[config.mk]
export PLATFORM = sky130hd
export DESIGN_NAME = two_port_sem_bank
export DESIGN_NICKNAME = d
export VERILOG_FILES = /design/src/rtl/sem_bank_pkg.sv /design/src/rtl/sem_port_decode.sv /design/src/rtl/sem_flag.sv /design/src/rtl/sem_read_port.sv /design/src/rtl/two_port_sem_bank.sv
export SDC_FILE = /design/constraint.sdc
export NUM_CORES = 1
export LEC_CHECK = 0
export ABC_AREA = 1
export ABC_CLOCK_PERIOD_IN_PS = 1000
export BUFFER_PORTS_ARGS = -buffer_cell sky130_fd_sc_hd__buf_4
export CAP_MARGIN = 10
export CORE_MARGIN = 2
export CORE_UTILIZATION = 34
export DETAILED_ROUTE_END_ITERATION = 7
export PLACE_DENSITY_LB_ADDON = 0.12
export SLEW_MARGIN = 20
export SYNTH_ARGS = -nofsm -noshare
export SYNTH_HDL_FRONTEND = slang
export SYNTH_SLANG_ARGS = --single-unit
[constraint.sdc]
create_clock -name clk -period 1 [get_ports clk]
set_input_delay 0.15 -clock clk [delete_from_list [all_inputs] [get_ports clk]]
set_output_delay 0.15 -clock clk [all_outputs]
set_load 0.005 [all_outputs]
[src/rtl/sem_bank_pkg.sv]
package sem_bank_pkg;
  localparam int unsigned DEF_FLAGS  = 8;
  localparam int unsigned DEF_DATA_W = 16;
  // write-bit encoding
  localparam logic WBIT_REQUEST = 1'b0;
  localparam logic WBIT_RELEASE = 1'b1;
endpackage

[src/rtl/sem_port_decode.sv]
module sem_port_decode #(
  parameter int unsigned NUM_FLAGS = 8,
  parameter int unsigned ADDR_W    = $clog2(NUM_FLAGS)
) (
  input  logic                 sel,
  input  logic                 we,
  input  logic [ADDR_W-1:0]    addr,
  input  logic                 wbit,
  output logic [NUM_FLAGS-1:0] req_o,
  output logic [NUM_FLAGS-1:0] rel_o,
  output logic                 rd_stb_o
);
  import sem_bank_pkg::*;

  logic wr_stb;
  assign wr_stb   = sel & we;
  assign rd_stb_o = sel & ~we;

  for (genvar i = 0; i < NUM_FLAGS; i++) begin : g_dec
    logic hit;
    assign hit      = wr_stb && (addr == ADDR_W'(i));
    assign req_o[i] = hit && (wbit == WBIT_REQUEST);
    assign rel_o[i] = hit && (wbit == WBIT_RELEASE);
  end
endmodule

[src/rtl/sem_flag.sv]
module sem_flag (
  input  logic clk,
  input  logic rst,
  input  logic l_req,
  input  logic l_rel,
  input  logic r_req,
  input  logic r_rel,
  output logic own_l_o,
  output logic own_r_o
);
  logic req_l_q, req_r_q, own_l_q, own_r_q;
  logic req_l_n, req_r_n, keep_l, keep_r, own_l_n, own_r_n;

  always_comb begin
    req_l_n = l_req ? 1'b1 : (l_rel ? 1'b0 : req_l_q);
    req_r_n = r_req ? 1'b1 : (r_rel ? 1'b0 : req_r_q);
    keep_l  = own_l_q & req_l_n;
    keep_r  = own_r_q & req_r_n;
    // left wins a free flag; the owner keeps it while it still requests
    own_l_n = keep_l | (~keep_r & req_l_n);
    own_r_n = keep_r | (~keep_l & ~req_l_n & req_r_n);
  end

  always_ff @(posedge clk) begin
    if (rst) begin
      req_l_q <= 1'b0;
      req_r_q <= 1'b0;
      own_l_q <= 1'b0;
      own_r_q <= 1'b0;
    end else begin
      req_l_q <= req_l_n;
      req_r_q <= req_r_n;
      own_l_q <= own_l_n;
      own_r_q <= own_r_n;
    end
  end

  assign own_l_o = own_l_q;
  assign own_r_o = own_r_q;

  AST_ONE_OWNER: assert property (@(posedge clk) disable iff (rst)
    !(own_l_o && own_r_o));
  AST_FREE_GRANT_L: assert property (@(posedge clk) disable iff (rst)
    (!own_l_o && !own_r_o && l_req) |=> own_l_o);
  AST_HELD_DENY_L: assert property (@(posedge clk) disable iff (rst)
    (own_r_o && l_req && !r_rel) |=> !own_l_o);
  AST_HELD_DENY_R: assert property (@(posedge clk) disable iff (rst)
    (own_l_o && r_req && !l_rel) |=> !own_r_o);
  AST_HANDOVER_R: assert property (@(posedge clk) disable iff (rst)
    (own_l_o && l_rel && req_r_q && !r_rel) |=> own_r_o);
  AST_HANDOVER_L: assert property (@(posedge clk) disable iff (rst)
    (own_r_o && r_rel && req_l_q && !l_rel) |=> own_l_o);
  AST_TIE_LEFT: assert property (@(posedge clk) disable iff (rst)
    (!own_l_o && !own_r_o && l_req && r_req) |=> (own_l_o && !own_r_o));
  AST_IDLE_STABLE: assert property (@(posedge clk) disable iff (rst)
    (!l_req && !l_rel && !r_req && !r_rel) |=> ($stable(own_l_o) && $stable(own_r_o)));
endmodule

[src/rtl/sem_read_port.sv]
module sem_read_port #(
  parameter int unsigned NUM_FLAGS = 8,
  parameter int unsigned DATA_W    = 16,
  parameter int unsigned ADDR_W    = $clog2(NUM_FLAGS)
) (
  input  logic                 clk,
  input  logic                 rst,
  input  logic                 rd_stb,
  input  logic [ADDR_W-1:0]    addr,
  input  logic [NUM_FLAGS-1:0] own_vec,
  output logic [DATA_W-1:0]    rdata
);
  logic owned;
  assign owned = own_vec[addr];

  always_ff @(posedge clk) begin
    if (rst)         rdata <= '1;
    else if (rd_stb) rdata <= owned ? '0 : '1;
  end

  AST_RD_HOLD: assert property (@(posedge clk) disable iff (rst)
    !rd_stb |=> $stable(rdata));
  AST_RD_OWNED: assert property (@(posedge clk) disable iff (rst)
    (rd_stb && owned) |=> (rdata == '0));
  AST_RD_NOT_OWNED: assert property (@(posedge clk) disable iff (rst)
    (rd_stb && !owned) |=> (rdata == '1));
endmodule

[src/rtl/two_port_sem_bank.sv]
module two_port_sem_bank #(
  parameter int unsigned NUM_FLAGS = sem_bank_pkg::DEF_FLAGS,
  parameter int unsigned DATA_W    = sem_bank_pkg::DEF_DATA_W,
  parameter int unsigned ADDR_W    = $clog2(NUM_FLAGS)
) (
  input  logic              clk,
  input  logic              rst,
  input  logic              l_sel,
  input  logic              l_we,
  input  logic [ADDR_W-1:0] l_addr,
  input  logic              l_wbit,
  output logic [DATA_W-1:0] l_rdata,
  input  logic              r_sel,
  input  logic              r_we,
  input  logic [ADDR_W-1:0] r_addr,
  input  logic              r_wbit,
  output logic [DATA_W-1:0] r_rdata
);
  logic [NUM_FLAGS-1:0] l_req, l_rel, r_req, r_rel, own_l, own_r;
  logic l_rd, r_rd;

  sem_port_decode #(.NUM_FLAGS(NUM_FLAGS), .ADDR_W(ADDR_W)) u_dec_l (
    .sel(l_sel), .we(l_we), .addr(l_addr), .wbit(l_wbit),
    .req_o(l_req), .rel_o(l_rel), .rd_stb_o(l_rd));

  sem_port_decode #(.NUM_FLAGS(NUM_FLAGS), .ADDR_W(ADDR_W)) u_dec_r (
    .sel(r_sel), .we(r_we), .addr(r_addr), .wbit(r_wbit),
    .req_o(r_req), .rel_o(r_rel), .rd_stb_o(r_rd));

  for (genvar i = 0; i < NUM_FLAGS; i++) begin : g_flag
    sem_flag u_flag (
      .clk(clk), .rst(rst),
      .l_req(l_req[i]), .l_rel(l_rel[i]),
      .r_req(r_req[i]), .r_rel(r_rel[i]),
      .own_l_o(own_l[i]), .own_r_o(own_r[i]));
  end

  sem_read_port #(.NUM_FLAGS(NUM_FLAGS), .DATA_W(DATA_W), .ADDR_W(ADDR_W)) u_rd_l (
    .clk(clk), .rst(rst), .rd_stb(l_rd), .addr(l_addr),
    .own_vec(own_l), .rdata(l_rdata));

  sem_read_port #(.NUM_FLAGS(NUM_FLAGS), .DATA_W(DATA_W), .ADDR_W(ADDR_W)) u_rd_r (
    .clk(clk), .rst(rst), .rd_stb(r_rd), .addr(r_addr),
    .own_vec(own_r), .rdata(r_rdata));

  AST_RESET_FREE: assert property (@(posedge clk)
    rst |=> (own_l == '0 && own_r == '0 && l_rdata == '1 && r_rdata == '1));
  AST_UNSEL_NO_CHANGE: assert property (@(posedge clk) disable iff (rst)
    (!l_sel && !r_sel) |=> ($stable(own_l) && $stable(own_r)));
endmodule

==> impl_metrics.csv, run 1 <==
group,metric,value,unit
status,outcome,"finished with violations",
status,violations,"negative setup slack",
pwr,p_leak,1.18,nW
sta,final.setup.worst_slack,-30.2,ps
pwr,p_comb_share,16.2,%
synthesis,netlist_instances,305,
global_route,grt_use_total,14.7,%
floorplan,die_w,79.0,um
critical_path,crit_start,"u_rd_l.rdata[14]$_SDFFE_PP1P_",
sta,finalSetupViolations,29,
route,drtPass1Iterations,4,
placement,gp_congestion,0.754,
sta,worst_pin_slew,284,ps
clock_tree,post_cts_buffers,0,
sta,min_period_over_period,103,%
critical_path,crit_type,"register to primary output",
global_route,antenna_found_initial,0,
clock_tree,clk_latency,280,ps
sta,finalClockSkew,4.57,ps
final_layout,final_area,2270,sq um
synthesis,syn-cell-area,1910,sq um
sta,finalMaxSlewViolations,0,
final_layout,area_growth,18.7,%
critical_path,cp_num_buf_inv,2,
pwr,p_clk_share,35.6,%
synthesis,synth-seq-area-share,35.6,%
route,vias,1706,
pwr,netSwitchingPower,0.759,mW
floorplan,io_pins,46,
route,ant_nets,0,
route,drcViolationCount,0,
floorplan,start_util,34.9,%
critical_path,critPathTopFamily,"flip-flops",
final_layout,drive_gt1_share,24.7,%
sta,setup_tns,-410,ps
global_route,grt_pass1_vias,1497,
pwr,powerDensity,1290,nW/um^2
critical_path,path_cells,"buf_6, buf_4",
synthesis,syn-num-nets,319,
placement,dp_hpwl,3230,um
synthesis,ys.warnings.count,0,
floorplan,coreArea,5470,sq um
sta,timing.fmax,971,MHz
pwr,power,2.94,mW
final_layout,fin_util,41.5,%
floorplan,die_h,79.0,um
route,wl_per_cell,10.3,um
placement,post_dp_cell_area,2150,sq um
pwr,switching_share,25.9,%
critical_path,arrival,880,ps
global_route,grt_max_degree,18,
route,wirelength,4110,um
sta,hold_viol_final,0,
critical_path,cp_num_cells,2,
critical_path,cpPeakStageDelay,340,ps
critical_path,r2r_setup_slack,120,ps
critical_path,crit_required,850,ps
clock_tree,ctsLongestPathBuffers,2,
critical_path,reg2reg_from,"g_flag[1].u_flag.own_r_o$_SDFF_PP0_",
job,maxCapViolCount,0,
pwr,irDropWorstVdd,0.000722,V
final_layout,nets,341,
floorplan,rows,27,
critical_path,worstSetupEndpoint,"l_rdata[4]",
critical_path,end_kind,"primary output",
critical_path,startpoint_type,"register",
clock_tree,path_clk_slew,70,ps
route,drt-initial-drc-count,87,
clock_tree,numCtsBuffers,5,
synthesis,ys_types,13,
global_route,grt_pass1_wl,7070,um
floorplan,dieArea,6240,sq um
sta,rsz0062_at_grt,"yes",
pwr,p_seq_share,48.1,%
critical_path,worstRegToRegCells,7,
clock_tree,cts_sinks,34,
sta,timing.slew.headroom,81.0,%
critical_path,timing.rr.end,"u_rd_r.rdata[14]$_SDFFE_PP1P_",
global_route,overflow,0,
clock_tree,cts_max_level,2,
clock_tree,ctsHoldBuffers,0,
hold_path,worstHoldPathType,"primary input to register",
final_layout,diodes,0,
critical_path,cp_slowest_cell,"dfxtp_2",
clock_tree,cts_tree,"yes",
pwr,p_int,2.18,mW
critical_path,path_max_fanout,8,
clock_tree,ctsRootBufferMaster,"clkbuf_8",
route,routed_via_density,4.27,
synthesis,syn_avg_cell_area,6.27,sq um
sta,min_period,1030,ps
placement,port_buffers,45,
synthesis,ys_seq_elements,34,
tightest hold or removal path, stage by stage:
cell and delay [ps]:
buf_4 100, a21oi_1 40, nand2_1 50
cell usage after synthesis:
| master | instances | area [sq um] |
|---|---|---|
| buf_4 | 32 | 240 |
| dfxtp_1 | 34 | 681 |
| buf_2 | 1 | 5.00 |
| nor2_2 | 4 | 25.0 |
| nor2_4 | 4 | 45.0 |
| clkbuf_1 | 2 | 7.51 |
| o21ai_0 | 2 | 10.0 |
| nor2_1 | 36 | 135 |
| inv_2 | 6 | 22.5 |
| a21oi_1 | 2 | 10.0 |
| nand2_1 | 90 | 338 |
| nand3_1 | 38 | 190 |
| inv_1 | 54 | 203 |
state kept, by name, summed over array words and instances, names as in the netlist:
name and cells:
u_rd_r.rdata 1, g_flag.u_flag.own_r_o 8, g_flag.u_flag.own_l_o 8, u_rd_l.rdata 1
g_flag.u_flag.req_r_q 8, g_flag.u_flag.req_l_q 8
placed cells by master (no fill, tap or decap), drive strengths merged:
| cell | Yosys | routed |
|---|---|---|
| nor2 | 44 | 44 |
| o21ai | 2 | 2 |
| inv | 60 | 60 |
| nand3 | 38 | 38 |
| a21oi | 2 | 2 |
| dfxtp | 34 | 34 |
| nand2 | 90 | 90 |
| clkbuf | 2 | 7 |
| buf | 33 | 50 |
| clkinv | 0 | 1 |
final cells by class:
class | instances | area (sq um)
Clock buffer | 7 | 86.3
Clock inverter | 1 | 5.00
Fill cell | 627 | 3200
Inverter | 60 | 225
Multi-Input combinational cell | 176 | 758
Sequential cell | 34 | 694
Tap cell | 72 | 90.1
Timing Repair Buffer | 50 | 410
power groups by stage:
stage               clock network, mW  logic [mW]  registers (mW)
global route                     1.16       0.536            1.42
finish                           1.05       0.477            1.41
CTS                              1.08       0.477            1.41
detailed placement                  0       0.485            1.43
global placement                    0       0.481            1.43
floorplan                           0       0.321            1.45
what timing repair did:
item | in CTS | in global routing
gates cloned | 1 | 0
endpoints found under the setup margin | 32 | 33
pin swaps | 0 | 0
hold endpoints to repair | 0 | 0
resized for setup | 8 | 10
kinds of logic after synthesis:
group	after synthesis	synth area share, %
AND/OR/NAND/NOR	172	38.4
buffers and inverters	95	25.0
flip-flops	34	35.6
AO/OA/AOI/OAI	4	1.05
how the worst min path moves through the flow:
stage          start                       endpoint  slack, ps  cells past startpoint
6_report         rst  u_rd_l.rdata[14]$_SDFFE_PP1P_         80                      3
5_1_grt          rst  u_rd_r.rdata[14]$_SDFFE_PP1P_         90                      3
4_1_cts          rst  u_rd_l.rdata[14]$_SDFFE_PP1P_         80                      3
3_5_place_dp     rst  u_rd_l.rdata[14]$_SDFFE_PP1P_        380                      3
3_3_place_gp     rst  u_rd_l.rdata[14]$_SDFFE_PP1P_        380                      3
2_1_floorplan    rst  u_rd_l.rdata[14]$_SDFFE_PP1P_        250                      2
stage by stage:
step           instances  setup slack [ps]  hold WS (ps)
6_report             400             -30.2          78.5
5_1_grt              400             -73.7          87.3
4_1_cts              400             -40.0          82.7
3_5_place_dp         392             -47.2           380
3_3_place_gp         392             -36.7           378
2_1_floorplan        305               105           246
metal layers:
layer,GRT usage (%),vias to the layer above,routed length [um]
met4,4.14,0,57
met5,0,-,0
met2,24.4,58,1820
met3,4.09,6,325
li1,-,918,-
met1,18.6,724,1910
Note: power is estimated with default switching activity, not from simulation.
==> run 2, diff against run 1 <==
--- a/config.mk
+++ b/config.mk
@@ -12,6 +12,7 @@
 export CORE_MARGIN = 2
 export CORE_UTILIZATION = 34
 export DETAILED_ROUTE_END_ITERATION = 7
+export MAX_ROUTING_LAYER = met4
 export PLACE_DENSITY_LB_ADDON = 0.12
 export SLEW_MARGIN = 20
 export SYNTH_ARGS = -nofsm -noshare
==> constraint.sdc (replaced) <==
create_clock -name clk -period 1 [get_ports clk]
set_input_delay 0.1 -clock clk [delete_from_list [all_inputs] [get_ports clk]]
set_output_delay 0.1 -clock clk [all_outputs]
set_load 0.005 [all_outputs]
==> run 2 against run 1 <==
Against the previous run: largest cell class unchanged; sequential power about the same; flip-flop and latch count unchanged; the flow now finishes without violations; via count shrank 0.88%; global-route usage is essentially flat; setup slack improved by 33 ps; clock power about the same; sequential share of layout area decreased by 1.5 points; clock skew shrank 2.4 ps; non-clock buffer count is the same; worst hold slack lost 53 ps.
==> impl_metrics.csv, run 2 (synthesis gave the netlist of run 1 again) <==
group,metric,value,unit
sta,finalSetupViolations,0,
sta,setup_tns,0,ps
route,drt-initial-drc-count,105,
placement,post_dp_cell_area,2120,sq um
final_layout,final_cell_mix,"90 x nand2_1, 54 x inv_1, 38 x nand3_1",
global_route,grt_use_total,14.7,%
clock_tree,cts_max_level,2,
hold_path,worstHoldPathType,"primary input to register",
global_route,grt_max_degree,17,
final_layout,nets,341,
placement,gp_congestion,0.754,
sta,worst_pin_slew,289,ps
clock_tree,ctsHoldBuffers,0,
route,vias,1691,
placement,dp_hpwl,3240,um
clock_tree,cts_sinks,34,
route,wl_per_cell,10.4,um
pwr,p_leak,1.22,nW
final_layout,area_growth,23.6,%
final_layout,final_cells,400,
critical_path,crit_required,900,ps
sta,finalClockSkew,2.15,ps
floorplan,rows,27,
status,outcome,"completed",
clock_tree,post_cts_buffers,0,
pwr,powerDensity,1270,nW/um^2
route,ant_nets,0,
route,drtPass1Iterations,4,
global_route,grt_pass1_vias,1459,
floorplan,dieArea,6240,sq um
clock_tree,ctsRootBufferMaster,"clkbuf_8",
sta,min_period,997,ps
pwr,irDropWorstVdd,0.000674,V
clock_tree,path_clk_slew,70,ps
placement,port_buffers,45,
floorplan,io_pins,46,
final_layout,drive_gt1_share,22.6,%
clock_tree,cts_tree,"yes",
sta,timing.slew.headroom,80.7,%
critical_path,crit_type,"register to primary output",
critical_path,arrival,900,ps
final_layout,fillers,583,
clock_tree,numCtsBuffers,5,
final_layout,final_common_cell,"nand2_1",
floorplan,start_util,34.9,%
route,wirelength,4150,um
floorplan,coreArea,5470,sq um
sta,hold_viol_final,0,
clock_tree,clk_latency,280,ps
final_layout,final_area,2360,sq um
route,routed_via_density,4.23,
critical_path,startpoint_type,"register",
sta,rsz0062_at_grt,"yes",
global_route,overflow,0,
final_layout,diodes,0,
sta,finalMaxSlewViolations,0,
job,maxCapViolCount,0,
clock_tree,ctsLongestPathBuffers,2,
global_route,grt_pass1_wl,6760,um
global_route,antenna_found_initial,0,
critical_path,end_kind,"primary output",
placement,dp_cells,390,
sta,min_period_over_period,99.7,%
sta,timing.fmax,1000,MHz
floorplan,die_w,79.0,um
critical_path,path_max_fanout,8,
floorplan,die_h,79.0,um
route,drcViolationCount,0,
[run 2: worst max-delay path: stages (launching register included)]
cell and delay [ps]:
dfxtp_4 360, buf_8 140, buf_6 110
[run 2: path summary, 6_finish.rpt]
path / start / end / slack, ps / cells after the start
min reg2reg: g_flag[1].u_flag.own_r_o$_SDFF_PP0_ / g_flag[1].u_flag.own_r_o$_SDFF_PP0_ / 490 / 2
max: u_rd_r.rdata[14]$_SDFFE_PP1P_ / r_rdata[1] / 3 / 2
max reg2reg: g_flag[2].u_flag.own_r_o$_SDFF_PP0_ / u_rd_r.rdata[14]$_SDFFE_PP1P_ / 70 / 7
min: rst / u_rd_l.rdata[14]$_SDFFE_PP1P_ / 30 / 3
[run 2: timing repair]
item,in CTS,in global routing
hold endpoints to repair,0,0
pin swaps,0,0
cloned,2,0
setup endpoints to repair,32,33
resized for setup,10,30
[run 2: stage by stage]
step           total power [mW]  hold WS [ps]  setup slack [ps]  util (%)
2_1_floorplan              1.77           196               155         -
3_3_place_gp               1.90           330              16.7      38.8
3_5_place_dp               1.90           331             -3.65      38.8
4_1_cts                    3.00          26.3             -11.6      41.2
5_1_grt                    3.16          23.3             -40.4      43.2
6_report                   3.00          25.6              2.73      43.2
[run 2: power breakdown]
| part | internal, mW | switching (mW) |
|---|---|---|
| clock | 0.555 | 0.501 |
| combinational | 0.279 | 0.264 |
| sequential | 1.39 | 0.0175 |
[run 2: final cells by class]
cell class	instances	area (sq um)	area share, %
Clock buffer	7	86.3	3.65
Clock inverter	1	5.00	0.212
Inverter	60	225	9.53
Multi-Input combinational cell	176	753	31.9
Sequential cell	34	687	29.1
Tap cell	72	90.1	3.81
Timing Repair Buffer	50	515	21.8
[run 2: layer usage]
metal  GRT usage (%)  up-vias  share of wire (%)
li1                -      916                  -
met1            17.7      714                 46
met2            24.2       56                 46
met3            3.86        5                6.9
met4            4.14        0                1.0
met5               -        -                  0
